<file path="src/rtl/flash_cmd_pkg.sv">
package flash_cmd_pkg;

  typedef enum logic [2:0] {
    ST_IDLE,
    ST_UNL1,
    ST_UNL2,
    ST_PGM_ARMED,
    ST_ERA_80,
    ST_ERA_UNL1,
    ST_ERA_UNL2
  } seqState_t;

  localparam logic [1:0] OP_NONE    = 2'b00;
  localparam logic [1:0] OP_PROGRAM = 2'b01;
  localparam logic [1:0] OP_ERASE   = 2'b10;

  localparam logic [15:0] KEY_ADDR_A = 16'h5555;
  localparam logic [15:0] KEY_ADDR_B = 16'h2AAA;
  localparam logic [7:0]  KEY_DATA_A = 8'hAA;
  localparam logic [7:0]  KEY_DATA_B = 8'h55;
  localparam logic [7:0]  CODE_PGM   = 8'hA0;
  localparam logic [7:0]  CODE_ERPRE = 8'h80;
  localparam logic [7:0]  CODE_ERASE = 8'h10;
  localparam logic [7:0]  CODE_LOCK  = 8'h40;
  localparam logic [7:0]  CODE_IDIN  = 8'h90;
  localparam logic [7:0]  CODE_IDOUT = 8'hF0;

  typedef struct packed {
    logic doProgram;
    logic doErase;
    logic doLock;
    logic idEnter;
    logic idExit;
  } cmdStrobes_t;

endpackage

</file>
<file path="src/rtl/flash_seq_ctrl.sv">
module flash_seq_ctrl
  import flash_cmd_pkg::*;
#(
  parameter int ADDR_W = 20,
  parameter int DATA_W = 8
) (
  input  logic              clk,
  input  logic              rst_n,
  input  logic [ADDR_W-1:0] busAddr,
  input  logic [DATA_W-1:0] busWrData,
  input  logic              busCe_n,
  input  logic              busOe_n,
  input  logic              busWe_n,
  input  logic              busy,
  output cmdStrobes_t       strobes
);

  localparam logic [ADDR_W-1:0] ADDR_A = ADDR_W'(KEY_ADDR_A);
  localparam logic [ADDR_W-1:0] ADDR_B = ADDR_W'(KEY_ADDR_B);

  seqState_t state, stateNext;
  logic wrLevel, wrLevelPrev, wrEvent;
  logic isKeyA, isKeyB, atAddrA;

  assign wrLevel = !busCe_n && !busWe_n && busOe_n;
  assign wrEvent = wrLevel && !wrLevelPrev && !busy;

  assign atAddrA = (busAddr == ADDR_A);
  assign isKeyA  = atAddrA && (busWrData == DATA_W'(KEY_DATA_A));
  assign isKeyB  = (busAddr == ADDR_B) && (busWrData == DATA_W'(KEY_DATA_B));

  always_comb begin
    logic restart;
    stateNext = state;
    strobes   = '0;
    restart   = 1'b0;
    if (wrEvent) begin
      unique case (state)
        ST_IDLE:     restart = 1'b1;
        ST_UNL1:     if (isKeyB) stateNext = ST_UNL2; else restart = 1'b1;
        ST_UNL2: begin
          stateNext = ST_IDLE;
          if (atAddrA && busWrData == DATA_W'(CODE_PGM))        stateNext = ST_PGM_ARMED;
          else if (atAddrA && busWrData == DATA_W'(CODE_ERPRE)) stateNext = ST_ERA_80;
          else if (atAddrA && busWrData == DATA_W'(CODE_IDIN))  strobes.idEnter = 1'b1;
          else restart = 1'b1;
        end
        ST_PGM_ARMED: begin
          strobes.doProgram = 1'b1;
          stateNext         = ST_IDLE;
        end
        ST_ERA_80:   if (isKeyA) stateNext = ST_ERA_UNL1; else restart = 1'b1;
        ST_ERA_UNL1: if (isKeyB) stateNext = ST_ERA_UNL2; else restart = 1'b1;
        ST_ERA_UNL2: begin
          stateNext = ST_IDLE;
          if (atAddrA && busWrData == DATA_W'(CODE_ERASE))     strobes.doErase = 1'b1;
          else if (atAddrA && busWrData == DATA_W'(CODE_LOCK)) strobes.doLock  = 1'b1;
          else restart = 1'b1;
        end
        default:     stateNext = ST_IDLE;
      endcase
      // a write that breaks a sequence is judged again as a fresh start
      if (restart) begin
        if (isKeyA) begin
          stateNext = ST_UNL1;
        end else begin
          stateNext = ST_IDLE;
          if (busWrData == DATA_W'(CODE_IDOUT)) strobes.idExit = 1'b1;
        end
      end
    end
  end

  always_ff @(posedge clk or negedge rst_n) begin
    if (!rst_n) begin
      state       <= ST_IDLE;
      wrLevelPrev <= 1'b0;
    end else begin
      state       <= stateNext;
      wrLevelPrev <= wrLevel;
    end
  end

endmodule

</file>
<file path="src/rtl/flash_cmd_dpath.sv">
module flash_cmd_dpath
  import flash_cmd_pkg::*;
#(
  parameter int ADDR_W      = 20,
  parameter int DATA_W      = 8,
  parameter bit BOOT_TOP    = 1'b0,
  parameter int BOOT_LOG2   = 14,
  parameter bit INIT_LOCKED = 1'b0
) (
  input  logic              clk,
  input  logic              rst_n,
  input  cmdStrobes_t       strobes,
  input  logic [ADDR_W-1:0] busAddr,
  input  logic [DATA_W-1:0] busWrData,
  input  logic              hvOverride,
  input  logic [DATA_W-1:0] arrayRdData,
  input  logic              arrayAck,
  output logic [DATA_W-1:0] busRdData,
  output logic              arrayReq,
  output logic [1:0]        arrayOp,
  output logic [ADDR_W-1:0] arrayAddr,
  output logic [DATA_W-1:0] arrayWrData,
  output logic              arrayKeepBoot,
  output logic              busy,
  output logic              bootLocked,
  output logic              idMode
);

  localparam int HI_W = ADDR_W - BOOT_LOG2;
  localparam logic [ADDR_W-1:0] STATUS_ADDR = ADDR_W'(2);

  logic inBoot, lockBlocks, pgmAllowed;

  generate
    if (BOOT_TOP) begin : g_topBoot
      assign inBoot = (busAddr[ADDR_W-1:BOOT_LOG2] == {HI_W{1'b1}});
    end else begin : g_bottomBoot
      assign inBoot = (busAddr[ADDR_W-1:BOOT_LOG2] == {HI_W{1'b0}});
    end
  endgenerate

  assign lockBlocks = bootLocked && !hvOverride;
  assign pgmAllowed = !(inBoot && lockBlocks);

  always_ff @(posedge clk or negedge rst_n) begin
    if (!rst_n) begin
      arrayReq      <= 1'b0;
      arrayOp       <= OP_NONE;
      arrayAddr     <= '0;
      arrayWrData   <= '0;
      arrayKeepBoot <= 1'b0;
      busy          <= 1'b0;
      bootLocked    <= INIT_LOCKED;
      idMode        <= 1'b0;
    end else begin
      arrayReq <= 1'b0;
      if (arrayAck) busy <= 1'b0;
      if (strobes.doProgram && pgmAllowed) begin
        arrayReq      <= 1'b1;
        arrayOp       <= OP_PROGRAM;
        arrayAddr     <= busAddr;
        arrayWrData   <= arrayRdData & busWrData;
        arrayKeepBoot <= 1'b0;
        busy          <= 1'b1;
      end
      if (strobes.doErase) begin
        arrayReq      <= 1'b1;
        arrayOp       <= OP_ERASE;
        arrayAddr     <= '0;
        arrayWrData   <= '1;
        arrayKeepBoot <= lockBlocks;
        busy          <= 1'b1;
      end
      if (strobes.doLock)  bootLocked <= 1'b1;
      if (strobes.idEnter) idMode     <= 1'b1;
      if (strobes.idExit)  idMode     <= 1'b0;
    end
  end

  always_comb begin
    if (idMode) busRdData = (busAddr == STATUS_ADDR) ? DATA_W'(bootLocked) : '0;
    else        busRdData = arrayRdData;
  end

endmodule

</file>
<file path="src/rtl/flash_cmd_decoder.sv">
module flash_cmd_decoder
  import flash_cmd_pkg::*;
#(
  parameter int ADDR_W      = 20,
  parameter int DATA_W      = 8,
  parameter bit BOOT_TOP    = 1'b0,
  parameter int BOOT_LOG2   = 14,
  parameter bit INIT_LOCKED = 1'b0
) (
  input  logic              clk,
  input  logic              rst_n,
  input  logic [ADDR_W-1:0] busAddr,
  input  logic [DATA_W-1:0] busWrData,
  output logic [DATA_W-1:0] busRdData,
  input  logic              busCe_n,
  input  logic              busOe_n,
  input  logic              busWe_n,
  input  logic              hvOverride,
  output logic [ADDR_W-1:0] arrayRdAddr,
  input  logic [DATA_W-1:0] arrayRdData,
  output logic              arrayReq,
  output logic [1:0]        arrayOp,
  output logic [ADDR_W-1:0] arrayAddr,
  output logic [DATA_W-1:0] arrayWrData,
  output logic              arrayKeepBoot,
  input  logic              arrayAck,
  output logic              busy,
  output logic              bootLocked,
  output logic              idMode
);

  cmdStrobes_t strobes;

  assign arrayRdAddr = busAddr;

  flash_seq_ctrl #(.ADDR_W(ADDR_W), .DATA_W(DATA_W)) u_ctrl (
    .clk(clk), .rst_n(rst_n), .busAddr(busAddr), .busWrData(busWrData),
    .busCe_n(busCe_n), .busOe_n(busOe_n), .busWe_n(busWe_n),
    .busy(busy), .strobes(strobes)
  );

  flash_cmd_dpath #(
    .ADDR_W(ADDR_W), .DATA_W(DATA_W), .BOOT_TOP(BOOT_TOP),
    .BOOT_LOG2(BOOT_LOG2), .INIT_LOCKED(INIT_LOCKED)
  ) u_dpath (
    .clk(clk), .rst_n(rst_n), .strobes(strobes), .busAddr(busAddr),
    .busWrData(busWrData), .hvOverride(hvOverride), .arrayRdData(arrayRdData),
    .arrayAck(arrayAck), .busRdData(busRdData), .arrayReq(arrayReq),
    .arrayOp(arrayOp), .arrayAddr(arrayAddr), .arrayWrData(arrayWrData),
    .arrayKeepBoot(arrayKeepBoot), .busy(busy), .bootLocked(bootLocked),
    .idMode(idMode)
  );

endmodule

</file>
<file path="config.mk">
export PLATFORM = sky130hd
export DESIGN_NAME = flash_cmd_decoder
export DESIGN_NICKNAME = d
export VERILOG_FILES = /design/src/rtl/flash_cmd_pkg.sv /design/src/rtl/flash_seq_ctrl.sv /design/src/rtl/flash_cmd_dpath.sv /design/src/rtl/flash_cmd_decoder.sv
export SDC_FILE = /design/constraint.sdc
export NUM_CORES = 1
export LEC_CHECK = 0
export CORE_UTILIZATION = 37
export DETAILED_ROUTE_END_ITERATION = 12
export HOLD_SLACK_MARGIN = 0.02
export PLACE_DENSITY = 0.77
export SKIP_CTS_REPAIR_TIMING = 1
export SYNTH_ARGS = -nofsm -noshare
export SYNTH_HDL_FRONTEND = slang
export SYNTH_SLANG_ARGS = --single-unit
</file>
<file path="constraint.sdc">
create_clock -name clk -period 2.05 [get_ports clk]
set_input_delay 0.5125 -clock clk [delete_from_list [all_inputs] [get_ports clk]]
set_output_delay 0.5125 -clock clk [all_outputs]
set_load 0.05 [all_outputs]
</file>
==> results of run 1 <==
==> power groups by stage <==
stage,Combinational (mW),Clock (mW),Sequential (mW)
floorplan,0.171,0,0.785
global placement,0.470,0,0.785
detailed placement,0.475,0,0.785
CTS,0.476,0.531,0.769
global route,0.505,0.573,0.770
finish,0.486,0.531,0.770
==> how the worst max path moves through the flow <==
stage           startpoint         endpoint  slack [ps]  depth (start not counted)
2_1_floorplan  busAddr[16]  u_ctrl.state[0]        -430                          6
3_3_place_gp    busAddr[6]     busRdData[0]        -950                          7
3_5_place_dp    busAddr[6]     busRdData[0]        -950                          7
4_1_cts         busAddr[6]     busRdData[0]        -950                          7
5_1_grt        busAddr[18]  u_ctrl.state[0]        -490                          8
6_report       busAddr[18]  u_ctrl.state[0]        -440                          8
==> registers in the layout, indices dropped and copies added (netlist names) <==
name / flops
u_ctrl.state: 3
u_ctrl.wrLevelPrev: 1
u_dpath.arrayAddr: 20
u_dpath.arrayKeepBoot: 1
u_dpath.arrayOp: 2
u_dpath.arrayReq: 1
u_dpath.arrayWrData: 8
u_dpath.bootLocked: 1
u_dpath.busy: 1
u_dpath.idMode: 1
==> worst max-delay path, delay by kind of cell <==
family / cells / cell delay (ps)
AO/OA/AOI/OAI: 1 / 140
AND/OR/NAND/NOR: 5 / 1830
buffers and inverters: 2 / 230
==> routing by layer <==
| layer | vias to the layer above | wire, um | GRT usage (%) |
|---|---|---|---|
| met4 | 0 | 140 | 7.45 |
| met3 | 19 | 708 | 6.17 |
| met5 | - | 0 | 0 |
| met2 | 136 | 4620 | 47.1 |
| met1 | 1308 | 3430 | 30.1 |
| li1 | 1205 | - | - |
==> Yosys cell counts (all sizes together) (2+ instances only) <==
| library cell | n |
|---|---|
| a21oi | 12 |
| a31oi | 2 |
| and3 | 4 |
| buf | 22 |
| clkbuf | 9 |
| dfrtp | 39 |
| nand2 | 50 |
| nand2b | 4 |
| nand3 | 9 |
| nand4 | 3 |
| nand4b | 5 |
| nand4bb | 2 |
| nor2 | 17 |
| nor2b | 8 |
| nor3 | 15 |
| nor3b | 3 |
| nor4 | 4 |
| nor4bb | 2 |
| o21ai | 23 |
| o31ai | 2 |
| or2 | 3 |
| or2b | 3 |
| or4 | 3 |
| or4b | 2 |
==> cell type report <==
| type | instances | area, um^2 |
|---|---|---|
| Clock inverter | 2 | 12.5 |
| Fill cell | 355 | 1180 |
| Sequential cell | 39 | 976 |
| Timing Repair Buffer | 185 | 2030 |
| Tap cell | 72 | 90.1 |
| Inverter | 1 | 3.75 |
| Clock buffer | 6 | 72.6 |
| Multi-Input combinational cell | 186 | 1310 |
==> through the flow <==
stage	util, %	total power, mW
6_report	79.3	1.79
5_1_grt	79.3	1.85
4_1_cts	71.4	1.78
3_5_place_dp	69.9	1.26
3_3_place_gp	69.9	1.26
2_1_floorplan	-	0.956
==> logic make-up (layout without fill, tap and decap cells) <==
kind of cell	after synthesis	in the layout	synth area share, %
buffers and inverters	32	194	9.30
DFF	39	39	43.7
and+or+nand+nor	142	142	35.6
AOI/OAI and AO/OA	44	44	11.4
==> results.cfg, run 1 <==
[outcome]
status = finished, violations left
violations = setup timing

[worst_setup_path]
reg2reg_slack_ps = -50
r2r-start = u_ctrl.state[2]
cp.required_ps = 2290
critPathSlowestCell = or4b_4
critPathCaptureType = flip-flop
r2r_cells = 6
critPathKind = in2reg
critical_path.max_stage_delay_ps = 580
worstPathMaxFanout = 3
path_common_cell = buf_6
r2r_end = u_ctrl.state[0]
cp-start-kind = primary input
crit_chain = buf_6, or4_4, buf_6, nand4bb_4, or4b_4, o2bb2ai_4, or4_1, nand3_1
cp.arrival_ps = 2720

[synth]
ys_seq_elements = 39
ys_types = 45
syn_avg_cell_area_um2 = 8.69
netlist_instances = 257
synth_area_leaders = dfrtp_1 44%, nand2_1 8.2%, buf_4 6.7%
synth_ff_type = dfrtp_1
yosys.area.top_type_share_pct = 43.7
yosysSeqAreaShare_pct = 43.7
synth_edf_count = 0
syn_nets = 300
ys_async_sr_fraction_pct = 100
yosysTopAreaCell = dfrtp_1
synth_warnings = 0
syn_area_um2 = 2230

[final_layout]
area_growth_pct = 102
final_cell_mix = 75 x buf_4, 46 x nand2_1, 44 x clkdlybuf4s50_1, 39 x dfrtp_1, 29 x buf_12
final_nets = 461
drive_gt1_share_pct = 42.0
layout.cells.non_filler = 491
diodes = 0
mostFrequentLayoutCell = buf_4
final_area_um2 = 4500

[timing]
fin_ws_ps = -437
clock_skew_ps = 9.09
min_period_over_period_pct = 121
fin_setup_tns_ps = -10970
drv_slew = 0
worstMarginPinSlew_ps = 519
finalHoldViolCount = 0
timing.fmax_ghz = 0.402
setup_viol = 38
slew_headroom_pct = 65.3
period_minus_slack_ps = 2490
holdWs_ps = 74.7
rsz0062_at_grt = true

[global_route]
track_usage_pct = 26.0
antenna_found_initial = 0
grt_max_degree = 23
grt_first_pass_wirelength_um = 12500
grt_pass1_vias = 2564
grt_remaining_overflow = 0

[cts]
cts-root-buf = clkbuf_8
cts_tree = done
h-tree-depth = 2
clkTransAtPathRegs_ps = 80
numCtsBuffers = 5
clk_latency_ps = 300
clock-sinks = 39
clk_path_buf_depth = 2

[drt]
detail_route.wl_per_cell_um = 18.1
detail-route-antenna-nets = 0
drt-pass1-iter-count = 4
first_iter_violations = 169
drc = 0
totalWireLength_um = 8890
vias_per_cell = 5.43
vias = 2668

[power]
clkPwrFrac_pct = 29.7
power_leakage_nw = 2.20
p_sw_mw = 0.532
power.density_nw_per_um2 = 397
seq_power_share_pct = 43.1
p_int_mw = 1.25
peakVddDrop_mv = 0.376
comb_power_share_pct = 27.2
switching_share_pct = 29.8

[die]
initial_core_util_pct = 39.3
die_width_um = 79.7
rows = 27
die_area_um2 = 6350
pin_count = 106
die-height_um = 79.7
core_area_um2 = 5680

[place]
dpl_worst_slack_ps = -950
dp_hpwl_um = 6180
postPlaceCellArea_um2 = 3970
dp_cells = 468
portBuffers = 105
gp_congestion = 0.861

[min_path]
min_path_type = in2async

[job]
maxCapViolations = 0
No activity file was read; power rests on OpenSTA's default activity.
==> inputs of run 2 (changes only) <==
Settings changed: CORE_UTILIZATION 37 to 39, PLACE_DENSITY 0.77 to 0.78, REMOVE_ABC_BUFFERS from default to 1, SYNTH_HIERARCHICAL from default to 1.
==> results.cfg, run 2 <==
[outcome]
status = finished, violations left
violations = setup timing

[place]
portBuffers = 105
dp_hpwl_um = 6030
postPlaceCellArea_um2 = 4180
dpl_worst_slack_ps = -1210
gp_congestion = 0.882

[final_layout]
final_cell_mix = 52 x buf_4, 44 x clkdlybuf4s50_1, 39 x dfrtp_1, 37 x nand2b_1, 35 x buf_12
reg_top3 = u_dpath/arrayAddr (20), u_dpath/arrayWrData (8), u_ctrl/state (3)
drive_gt1_share_pct = 38.5
diodes = 0
mostFrequentLayoutCell = buf_4
final_area_um2 = 4780
largest_reg_flops = 20
final_nets = 445
fillerInstances = 328
top_register = u_dpath/arrayAddr
area_growth_pct = 94.9
final_util_pct = 79.7

[synth]
yosysSeqAreaShare_pct = 39.8
yosys.area.top_type_share_pct = 39.8
ys_seq_elements = 39
synth_edf_count = 0
netlist_instances = 249
synth_area_leaders = dfrtp_1 40%, nand2b_1 10%, mux2i_1 9.4%
synth_common_cells = 39 x dfrtp_1, 39 x nand2b_1, 23 x mux2i_1
yosysTopAreaCell = dfrtp_1
ys_async_sr_fraction_pct = 100
ys_types = 47
syn_area_um2 = 2450
synth_warnings = 6
synth_ff_type = dfrtp_1
syn_avg_cell_area_um2 = 9.84

[drt]
first_iter_violations = 173
totalWireLength_um = 9710
detail-route-antenna-nets = 0
drt-pass1-iter-count = 6
drc = 0
vias_per_cell = 5.63
detail_route.wl_per_cell_um = 20.3
vias = 2693

[worst_setup_path]
cp.arrival_ps = 2890
crit_chain = buf_6, or4_4, nor4_4, nand3_1, or4_4, nor3b_4, buf_12, buf_12, nand2b_1, mux2i_1
cp_num_buf_inv = 3
r2r_cells = 9
critical_path.max_stage_delay_ps = 560
critPathSlowestCell = or4_4
path_depth = 10
critPathCaptureType = flip-flop
cp.required_ps = 2220
critPathKind = in2reg
cp-start-kind = primary input
worstPathMaxFanout = 9
critPathTopFamily = simple AND/OR/NAND/NOR gates

[timing]
slew_headroom_pct = 56.1
clock_skew_ps = 7.21
worstMarginPinSlew_ps = 658
rsz0062_at_grt = true
drv_slew = 0
setup_viol = 36
finalHoldViolCount = 0
min_period_over_period_pct = 132
fin_ws_ps = -665
fin_setup_tns_ps = -19500
timing.fmax_ghz = 0.368
period_minus_slack_ps = 2710

[power]
switching_share_pct = 28.2
p_int_mw = 1.42
clkPwrFrac_pct = 34.6
total_power_mw = 1.98
power_leakage_nw = 2.33
comb_power_share_pct = 26.6
peakVddDrop_mv = 0.381
p_sw_mw = 0.558
power.density_nw_per_um2 = 415
seq_power_share_pct = 38.8

[die]
die_area_um2 = 6600
rows = 28
initial_core_util_pct = 40.9
die_width_um = 81.3
pin_count = 106
core_area_um2 = 5990
die-height_um = 81.3

[cts]
clkTransAtPathRegs_ps = 80
clk_path_buf_depth = 2
cts-root-buf = clkbuf_8
clock-sinks = 39
cts_tree = done
h-tree-depth = 2
clk_latency_ps = 300
numCtsBuffers = 5

[global_route]
grt_max_degree = 28
grt_remaining_overflow = 0
track_usage_pct = 24.7
grt_pass1_vias = 2585
antenna_found_initial = 0
grt_first_pass_wirelength_um = 12400

[job]
maxCapViolations = 0

[min_path]
min_path_type = in2async
run 2: final cells by class:
cell class	instances	area (um^2)	share of cell area, %
Clock inverter	2	35.0	0.734
Timing Repair Buffer	178	2100	44.1
Multi-Input combinational cell	174	1470	30.8
Inverter	4	15.0	0.314
Sequential cell	39	976	20.4
Clock buffer	6	82.6	1.73
Tap cell	75	93.8	1.96
run 2: cells by family after synthesis:
group / Yosys count / share of synthesized area (%)
buf+inv: 36 / 9.35
xor+xnor: 1 / 0.358
compound gates: 33 / 8.63
mux: 24 / 9.86
flops: 39 / 39.8
simple gates: 116 / 32.0
run 2: power groups by stage:
stage | Clock, mW | Sequential, mW | Combinational, mW
global route | 0.724 | 0.769 | 0.547
floorplan | 0 | 0.785 | 0.0719
global placement | 0 | 0.785 | 0.483
CTS | 0.679 | 0.769 | 0.490
detailed placement | 0 | 0.785 | 0.488
finish | 0.687 | 0.769 | 0.527
run 2: metal layers:
metal	global-route usage (%)	wire [um]	vias up
li1	-	-	1174
met1	30.0	3810	1321
met2	44.5	4920	155
met3	4.94	613	43
met4	6.07	367	0
met5	0	0	-
run 2: final timing paths:
check | start | to | slack [ps]
worst max-delay path | busAddr[16] | u_dpath/arrayAddr[5] | -660
worst min-delay path | rst_n | u_dpath/arrayAddr[15] | 230
worst max register to register | u_dpath/busy | u_dpath/arrayAddr[5] | -290
worst min register to register | u_dpath/arrayKeepBoot | u_dpath/arrayKeepBoot | 520
max in group asynchronous | rst_n | u_dpath/arrayAddr[18] | 1170
min in group clk | u_dpath/arrayKeepBoot | u_dpath/arrayKeepBoot | 520
run 2: per-stage QoR:
stage	hold slack [ps]	std cells
final	230	478
after global routing	286	478
after CTS	254	470
after detailed placement	486	462
after global placement	468	462
after floorplan	217	217
